File: config.mk
export PLATFORM = sky130hd
export DESIGN_NAME = blkx_burst
export DESIGN_NICKNAME = d
export VERILOG_FILES = /design/src/rtl/blkx_pkg.sv /design/src/rtl/blkx_seq.sv /design/src/rtl/blkx_slot.sv /design/src/rtl/blkx_rdret.sv /design/src/rtl/blkx_burst.sv
export SDC_FILE = /design/constraint.sdc
export NUM_CORES = 1
export LEC_CHECK = 0
export ABC_AREA = 0
export BUFFER_PORTS_ARGS = -buffer_cell sky130_fd_sc_hd__buf_2
export CELL_PAD_IN_SITES_DETAIL_PLACEMENT = 1
export CELL_PAD_IN_SITES_GLOBAL_PLACEMENT = 2
export CORE_UTILIZATION = 19
export DETAILED_ROUTE_END_ITERATION = 12
export HOLD_SLACK_MARGIN = 0.03
export PLACE_DENSITY_LB_ADDON = 0.1
export RECOVER_POWER = 100
export SYNTH_ARGS = -nofsm -noshare
export SYNTH_HDL_FRONTEND = slang
export SYNTH_HIERARCHICAL = 1
export SYNTH_SLANG_ARGS = --single-unit
export TNS_END_PERCENT = 30
File: constraint.sdc
create_clock -name clk_i -period 3.15 [get_ports clk_i]
set_input_delay 0.1575 -clock clk_i [delete_from_list [all_inputs] [get_ports clk_i]]
set_output_delay 0.1575 -clock clk_i [all_outputs]
set_load 0.05 [all_outputs]
File: src/rtl/blkx_pkg.sv
package blkx_pkg;
  parameter int unsigned NUM_BANKS = 16;
  parameter int unsigned DATA_W    = 32;
  parameter int unsigned ADDR_W    = 19;
  localparam int unsigned BANK_W   = $clog2(NUM_BANKS);
  localparam int unsigned BLK_W    = ADDR_W - BANK_W;

  typedef enum logic {
    XFER_HUB2BUF = 1'b0,
    XFER_BUF2HUB = 1'b1
  } xfer_dir_e;
endpackage

File: src/rtl/blkx_seq.sv
module blkx_seq
  import blkx_pkg::*;
#(
  parameter int unsigned N_BANKS = NUM_BANKS,
  parameter int unsigned A_W     = ADDR_W,
  localparam int unsigned B_W    = $clog2(N_BANKS),
  localparam int unsigned K_W    = A_W - B_W
) (
  input  logic           clk_i,
  input  logic           rst_ni,
  input  logic           start_i,
  input  logic           dir_i,
  input  logic [A_W-1:0] base_addr_i,
  output logic           busy_o,
  output logic           done_o,
  output xfer_dir_e      dir_o,
  output logic [K_W-1:0] blk_o
);
  localparam logic [B_W-1:0] LAST_SLOT = B_W'(N_BANKS - 1);

  logic           busy_q, done_q;
  logic [B_W-1:0] cnt_q;
  xfer_dir_e      dir_q;
  logic [K_W-1:0] blk_q;
  logic           take;

  assign take = start_i && !busy_q;

  always_ff @(posedge clk_i or negedge rst_ni) begin
    if (!rst_ni) begin
      busy_q <= 1'b0;
      done_q <= 1'b0;
      cnt_q  <= '0;
      dir_q  <= XFER_HUB2BUF;
      blk_q  <= '0;
    end else begin
      done_q <= 1'b0;
      if (take) begin
        busy_q <= 1'b1;
        cnt_q  <= '0;
        dir_q  <= xfer_dir_e'(dir_i);
        blk_q  <= base_addr_i[A_W-1:B_W];  // low bits dropped: block alignment
      end else if (busy_q) begin
        cnt_q <= cnt_q + 1'b1;
        if (cnt_q == LAST_SLOT) begin
          busy_q <= 1'b0;
          done_q <= 1'b1;
        end
      end
    end
  end

  assign busy_o = busy_q;
  assign done_o = done_q;
  assign dir_o  = dir_q;
  assign blk_o  = blk_q;

  p_busy_from_start_r1: assert property (@(posedge clk_i) disable iff (!rst_ni)
    $rose(busy_q) |-> $past(start_i));

  p_done_pulse_r6: assert property (@(posedge clk_i) disable iff (!rst_ni)
    done_q |-> (!busy_q && $past(busy_q)));

  p_start_ignored_r7: assert property (@(posedge clk_i) disable iff (!rst_ni)
    (busy_q && start_i) |=> ($stable(blk_q) && $stable(dir_q)));
endmodule

File: src/rtl/blkx_slot.sv
module blkx_slot
  import blkx_pkg::*;
#(
  parameter int unsigned N_BANKS = NUM_BANKS,
  parameter int unsigned A_W     = ADDR_W,
  parameter int unsigned D_W     = DATA_W,
  localparam int unsigned B_W    = $clog2(N_BANKS),
  localparam int unsigned K_W    = A_W - B_W
) (
  input  logic           busy_i,
  input  xfer_dir_e      dir_i,
  input  logic [K_W-1:0] blk_i,
  input  logic [B_W-1:0] phase_i,
  input  logic [D_W-1:0] lbuf_rdata_i,
  output logic           hub_req_o,
  output logic           hub_we_o,
  output logic [A_W-1:0] hub_addr_o,
  output logic [D_W-1:0] hub_wdata_o,
  output logic [B_W-1:0] lbuf_raddr_o
);
  // The bank in the window this cycle is both the address low bits and the buffer index
  always_comb begin
    hub_req_o    = busy_i;
    hub_we_o     = busy_i && (dir_i == XFER_BUF2HUB);
    hub_addr_o   = {blk_i, phase_i};
    lbuf_raddr_o = phase_i;
    hub_wdata_o  = hub_we_o ? lbuf_rdata_i : '0;
  end
endmodule

File: src/rtl/blkx_rdret.sv
module blkx_rdret
  import blkx_pkg::*;
#(
  parameter int unsigned N_BANKS = NUM_BANKS,
  parameter int unsigned D_W     = DATA_W,
  localparam int unsigned B_W    = $clog2(N_BANKS)
) (
  input  logic           clk_i,
  input  logic           rst_ni,
  input  logic           slot_v_i,
  input  logic           slot_we_i,
  input  logic [B_W-1:0] phase_i,
  input  logic [D_W-1:0] hub_rdata_i,
  output logic           lbuf_we_o,
  output logic [B_W-1:0] lbuf_waddr_o,
  output logic [D_W-1:0] lbuf_wdata_o
);
  logic           ret_v_q;
  logic [B_W-1:0] ret_idx_q;

  // Aligns the buffer index to the hub's one-clock read latency
  always_ff @(posedge clk_i or negedge rst_ni) begin
    if (!rst_ni) begin
      ret_v_q   <= 1'b0;
      ret_idx_q <= '0;
    end else begin
      ret_v_q   <= slot_v_i && !slot_we_i;
      ret_idx_q <= phase_i;
    end
  end

  assign lbuf_we_o    = ret_v_q;
  assign lbuf_waddr_o = ret_idx_q;
  assign lbuf_wdata_o = ret_v_q ? hub_rdata_i : '0;

  p_ret_follows_read_r4: assert property (@(posedge clk_i) disable iff (!rst_ni)
    lbuf_we_o |-> $past(slot_v_i && !slot_we_i));

  p_no_buf_write_on_hub_write_r5: assert property (@(posedge clk_i) disable iff (!rst_ni)
    $past(slot_we_i) |-> !lbuf_we_o);
endmodule

File: src/rtl/blkx_burst.sv
module blkx_burst
  import blkx_pkg::*;
#(
  parameter int unsigned N_BANKS = NUM_BANKS,
  parameter int unsigned A_W     = ADDR_W,
  parameter int unsigned D_W     = DATA_W,
  localparam int unsigned B_W    = $clog2(N_BANKS),
  localparam int unsigned K_W    = A_W - B_W
) (
  input  logic           clk_i,
  input  logic           rst_ni,
  input  logic           start_i,
  input  logic           dir_i,
  input  logic [A_W-1:0] base_addr_i,
  output logic           busy_o,
  output logic           done_o,
  input  logic [B_W-1:0] rot_phase_i,
  output logic           hub_req_o,
  output logic           hub_we_o,
  output logic [A_W-1:0] hub_addr_o,
  output logic [D_W-1:0] hub_wdata_o,
  input  logic [D_W-1:0] hub_rdata_i,
  output logic [B_W-1:0] lbuf_raddr_o,
  input  logic [D_W-1:0] lbuf_rdata_i,
  output logic           lbuf_we_o,
  output logic [B_W-1:0] lbuf_waddr_o,
  output logic [D_W-1:0] lbuf_wdata_o
);
  xfer_dir_e      dir_w;
  logic [K_W-1:0] blk_w;
  logic           busy_w;

  blkx_seq #(.N_BANKS(N_BANKS), .A_W(A_W)) u_seq (
    .clk_i       (clk_i),
    .rst_ni      (rst_ni),
    .start_i     (start_i),
    .dir_i       (dir_i),
    .base_addr_i (base_addr_i),
    .busy_o      (busy_w),
    .done_o      (done_o),
    .dir_o       (dir_w),
    .blk_o       (blk_w)
  );

  blkx_slot #(.N_BANKS(N_BANKS), .A_W(A_W), .D_W(D_W)) u_slot (
    .busy_i       (busy_w),
    .dir_i        (dir_w),
    .blk_i        (blk_w),
    .phase_i      (rot_phase_i),
    .lbuf_rdata_i (lbuf_rdata_i),
    .hub_req_o    (hub_req_o),
    .hub_we_o     (hub_we_o),
    .hub_addr_o   (hub_addr_o),
    .hub_wdata_o  (hub_wdata_o),
    .lbuf_raddr_o (lbuf_raddr_o)
  );

  blkx_rdret #(.N_BANKS(N_BANKS), .D_W(D_W)) u_rdret (
    .clk_i        (clk_i),
    .rst_ni       (rst_ni),
    .slot_v_i     (hub_req_o),
    .slot_we_i    (hub_we_o),
    .phase_i      (rot_phase_i),
    .hub_rdata_i  (hub_rdata_i),
    .lbuf_we_o    (lbuf_we_o),
    .lbuf_waddr_o (lbuf_waddr_o),
    .lbuf_wdata_o (lbuf_wdata_o)
  );

  assign busy_o = busy_w;

  p_rotation_step_r2: assert property (@(posedge clk_i) disable iff (!rst_ni)
    (hub_req_o && $past(hub_req_o)) |->
      (hub_addr_o[B_W-1:0] == B_W'($past(hub_addr_o[B_W-1:0]) + 1'b1)));

  p_block_fixed_r3: assert property (@(posedge clk_i) disable iff (!rst_ni)
    (hub_req_o && $past(hub_req_o)) |-> $stable(hub_addr_o[A_W-1:B_W]));
endmodule

# Word-level counts from Yosys, hierarchy flattened
# Index checks and enable logic that the tools add are counted.
[word_totals]
out_inout_bits = 96
word_cells = 25
regBits = 27
[classes]
eq_ne = 1
n_reduce_logical = 6
mux = 10
addsub = 1
[ops]
columns = ["cell", "n"]
rows = [
  ["two-way mux 32 bit", 2],
  ["two-way mux 4 bit", 2],
  ["two-way mux 1 bit", 6],
  ["adder 4 x 1 -> 4 bit, second input constant", 1],
  ["equality test 4 bit, second input constant", 1],
  ["logical AND 1 bit", 3],
  ["zero test 1 bit", 2],
  ["nonzero test 2 bit", 1],
]

# Depth between registers and ports, before layout
[depth]
ltp_word = 4
depth_mapped = 4
depth_no_buf = 3

# By module
# Netlist, hierarchy kept.
[by_module_without_submodules]
columns = ["module", "cells_each", "area_per_inst_um2", "n_inst"]
rows = [
  ["blkx_seq", 52, 898.4, 1],
  ["blkx_slot", 63, 445.4, 1],
  ["blkx_rdret", 41, 386.6, 1],
]

# Worst setup path before layout
# No wires, ideal clock.
[synth_timing]
path_kind = "flip-flop to flip-flop"
start = "register u_seq.busy_q (netlist: u_seq/busy_o)"
end = "register u_rdret.ret_v_q (netlist: u_rdret/lbuf_we_o)"
setup_ns = 0.143
path_slack_ns = 1.418
synth_period_minus_slack_ns = 1.732
required_ns = 3.007
arrival_ns = 1.589
stages_incl_launch_ff = 4
path_cell_list = "dfrtp_1 > clkbuf_2 > and2_1 > nor2b_1"
[synth_between]
elab_chain_len = 3
[synth_rtl]
columns = ["item", "line_no", "text"]
rows = [
  ["start, declared", "blkx_seq.sv:21", "logic busy_q, done_q;"],
  ["start signal, assigned", "blkx_seq.sv:31", "busy_q <= 1'b0;"],
  ["start signal, assigned", "blkx_seq.sv:39", "busy_q <= 1'b1;"],
  ["start signal, assigned", "blkx_seq.sv:46", "busy_q <= 1'b0;"],
  ["logical AND 1 bit", "blkx_slot.sv:24", "hub_we_o = busy_i && (dir_i == XFER_BUF2HUB);"],
  ["net hub_we_o", "blkx_burst.sv:19", "output logic hub_we_o,"],
  ["zero test 1 bit", "blkx_rdret.sv:27", "ret_v_q <= slot_v_i && !slot_we_i;"],
  ["logical AND 1 bit", "blkx_rdret.sv:27", ""],
  ["end signal, assigned", "blkx_rdret.sv:27", ""],
  ["end, declared", "blkx_rdret.sv:18", "logic ret_v_q;"],
]
# The timed path passes the listed nets, and every way through them passes these cells.
# A chain may end at the register's enable or synchronous reset.

# Worst setup path after layout
[layout_timing]
start = "register u_seq.busy_q (netlist: u_seq/busy_o)"
end = "output hub_wdata_o[9]"
[layout_between]
elab_chain_len = 2
[layout_rtl]
columns = ["item", "line_no", "text"]
rows = [
  ["logical AND 1 bit", "blkx_slot.sv:24", ""],
  ["two-way mux 32 bit", "blkx_slot.sv:27", "hub_wdata_o = hub_we_o ? lbuf_rdata_i : '0;"],
  ["end, declared", "blkx_burst.sv:21", "output logic [D_W-1:0] hub_wdata_o,"],
]
# Every way passes these cells.

==> reports/metrics.cfg <==
[sta]
finalCritPeriodShare_pct = 75.09
hold_viol = 0
slew_headroom_pct = -1.680
layout_setup_ws_ns = 0.7848
rsz0062_at_grt = false
max_freq_mhz = 422.8
maxSlewViolCount = 28
finalCriticalPeriod_ns = 2.365
tightestPinTransition_ns = 1.525
skew_ns = 0.004203
finalSetupViolations = 0
setup_tns_ns = 0

[detailed_routing]
post-route-drc-count = 0
wl_um = 5401
first_iter_violations = 24
dr_wl_met3_um = 470
drt-vias-per-instance = 4.017
highest_layer = met4
drt-pass1-iter-count = 4
ant_nets = 0
met2WireLength_um = 2720
routed-via-count = 1695
post_drt_wl_per_cell_um = 12.80
m1WireLength_um = 2194

[run]
drv_cap = 1

[floorplanning]
die_w_um = 97.43
pin_count = 187
start_util_pct = 19.75
dieArea_um2 = 9493
rows = 34
die_h_um = 97.43
placeableCoreArea_um2 = 8763

[power_and_ir_drop]
powerDensity_nw_per_um2 = 1236
ir_worst_vdd_v = 0.0004113
power.leakage_nw = 1.309
total_power_mw = 3.088

[outcome]
violations = capacitance limit, slew limit
status = complete, but fails checks

[worst_hold_path]
hold_start = base_addr_i[16]
holdCritPathClass = in -> reg
hold_depth = 2
min_to = u_seq/blk_o[12]$_DFFE_PN0P_

[synthesis]
synth-seq-cells = 27
synth_top_cell_by_area = dfrtp_1
syn_area_um2 = 1730
synthTopCellsByArea = dfrtp_1 (39%), and2_2 (14%), buf_4 (10%), and3_2 (10%), mux2_4 (8.7%)
yosysSeqAreaShare_pct = 39.05
synthesis.nets = 248
avgSynthCellArea_um2 = 11.09
ys_types = 21
synth_warnings = 6
syn_inst = 156
synth_top_cell_area_share_pct = 39.05

[critical_path]
path_cells = clkbuf_1 -> and3_2 -> buf_2
startpoint = u_seq/busy_o$_DFF_PN0_
cpMaxStageDelayCell = clkbuf_1
worstSetupPathType = reg -> out
worst_ep_required_time_ns = 2.99
rr_worst_depth = 3
critPathLaunchType = flop
max_stage_delay_ns = 0.79
crit_arrival_ns = 2.21
rr_startpoint = u_seq/busy_o$_DFF_PN0_
rrSetupSlack_ns = 1.08
critPathMaxFanout = 32
endpoint_kind = output pin
reg2reg_to = u_seq/blk_o[11]$_DFFE_PN0P_

[clock_tree]
htreeDepth = 1
path_clk_slew_ns = 0.09
clock-sinks = 27
clkLatencyLatePin_ns = 0.27
ctsResizeCount = 0
cts_buffers = 3
root_buffer = clkbuf_8
clk_path_buf_depth = 2
cts_tree = yes

[global_route]
grt_pass1_vias = 1634
grt_max_degree = 35
grt_pass1_wl_um = 8438
grt.total_usage_pct = 10.82
antenna_found_initial = 0
grt-ovfl-total = 0

[place]
dp_hpwl_um = 4307
post-place-ws_ns = 1.467
io_buffers = 182
routabilityCongestion = 0.6401

[layout]
mostFrequentLayoutCells = buf_2 (112), clkbuf_1 (73), and2_2 (32)
n_antenna_cell = 0
final_common_cell = buf_2
fill_cells = 1111
drive_above_1_share_pct = 57.01
layout.nets = 407
area_growth_pct = 44.40

==> final cells by class <==
class	count	area (um2)	share of cell area [%]
repair buffers	189	880.8	35.25
multi-input cells	94	762.0	30.50
clock buffers	4	45.04	1.803
flip-flops and latches	27	675.6	27.04
well taps	108	135.1	5.408
==> cells by family (layout without fill, tap and decap cells) <==
group                      Yosys count  in the layout  share of synthesized area [%]
and+or+nand+nor                     71             71                          29.65
buffers and inverters               35            193                          14.82
DFF                                 27             27                          39.05
muxes                               17             17                          13.23
AOI/OAI and AO/OA                    3              3                          1.519
xor gates and xnor gates             2              2                          1.012
adders and majority gates            1              1                         0.7230
==> routing by layer <==
layer | up-vias | global-route usage [%]
li1 | 810 | -
met2 | 103 | 20.98
met1 | 780 | 12.65
met5 | - | 0
met3 | 2 | 1.942
met4 | 0 | 1.018
==> sequential cells by signal, indices dropped and copies added (netlist names) <==
signal,count
u_seq/busy_o,1
u_seq/dir_o,1
u_rdret/lbuf_waddr_o,4
u_seq/done_o,1
u_seq/cnt_q,4
u_seq/blk_o,15
u_rdret/lbuf_we_o,1
==> per-stage QoR <==
stage	instances	utilization [%]	hold WS, ns	instance area [um2]
after floorplan	156	-	-0.1381	1730
after global placement	413	28.93	0.2208	2535
after detailed placement	413	28.93	0.2293	2535
after CTS	422	30.01	0.1012	2630
after global routing	422	28.51	0.09718	2499
final	422	28.51	0.09529	2499
==> how the worst max path moves through the flow <==
stage	endpoint	slack [ns]
floorplan	u_rdret/lbuf_we_o$_DFF_PN0_	1.42
global placement	u_seq/dir_o$_DFFE_PN0P_	1.49
detailed placement	u_seq/blk_o[11]$_DFFE_PN0P_	1.47
CTS	hub_wdata_o[7]	1.26
global route	hub_wdata_o[9]	0.58
finish	hub_wdata_o[9]	0.78
==> cell usage after synthesis <==
| cell | number |
|---|---|
| nor2b_1 | 1 |
| xor2_1 | 1 |
| and2_2 | 32 |
| buf_6 | 1 |
| a22o_1 | 3 |
| buf_2 | 3 |
| nor2_1 | 2 |
| clkbuf_2 | 6 |
| buf_12 | 1 |
| and3_1 | 9 |
| mux2_4 | 10 |
| and4_2 | 1 |
| xnor2_1 | 1 |
| nor2b_2 | 1 |
| and2_1 | 1 |
| nand3_1 | 1 |
| ha_1 | 1 |
| and3_2 | 23 |
| dfrtp_1 | 27 |
| mux2_2 | 7 |
| buf_4 | 24 |
==> repair_timing <==
item | 4_1_cts | 5_1_grt
hold endpoints to repair | 31 | 0
hold buffers | 5 | 0
setup buffers | 0 | 0
==> worst max-delay path, delay by kind of cell, from the launching register on <==
kind                   cells  cell delay (ns)
buffers and inverters      2             1.05
DFF                        1             0.55
and+or+nand+nor            1             0.33
==> power breakdown <==
group	total, mW	switching (mW)	internal [mW]
logic	2.23	1.70	0.531
clock network	0.199	0.108	0.0907
registers	0.661	0.170	0.491
total	3.09	1.97	1.11
Note: power is estimated with default switching activity, not from simulation.
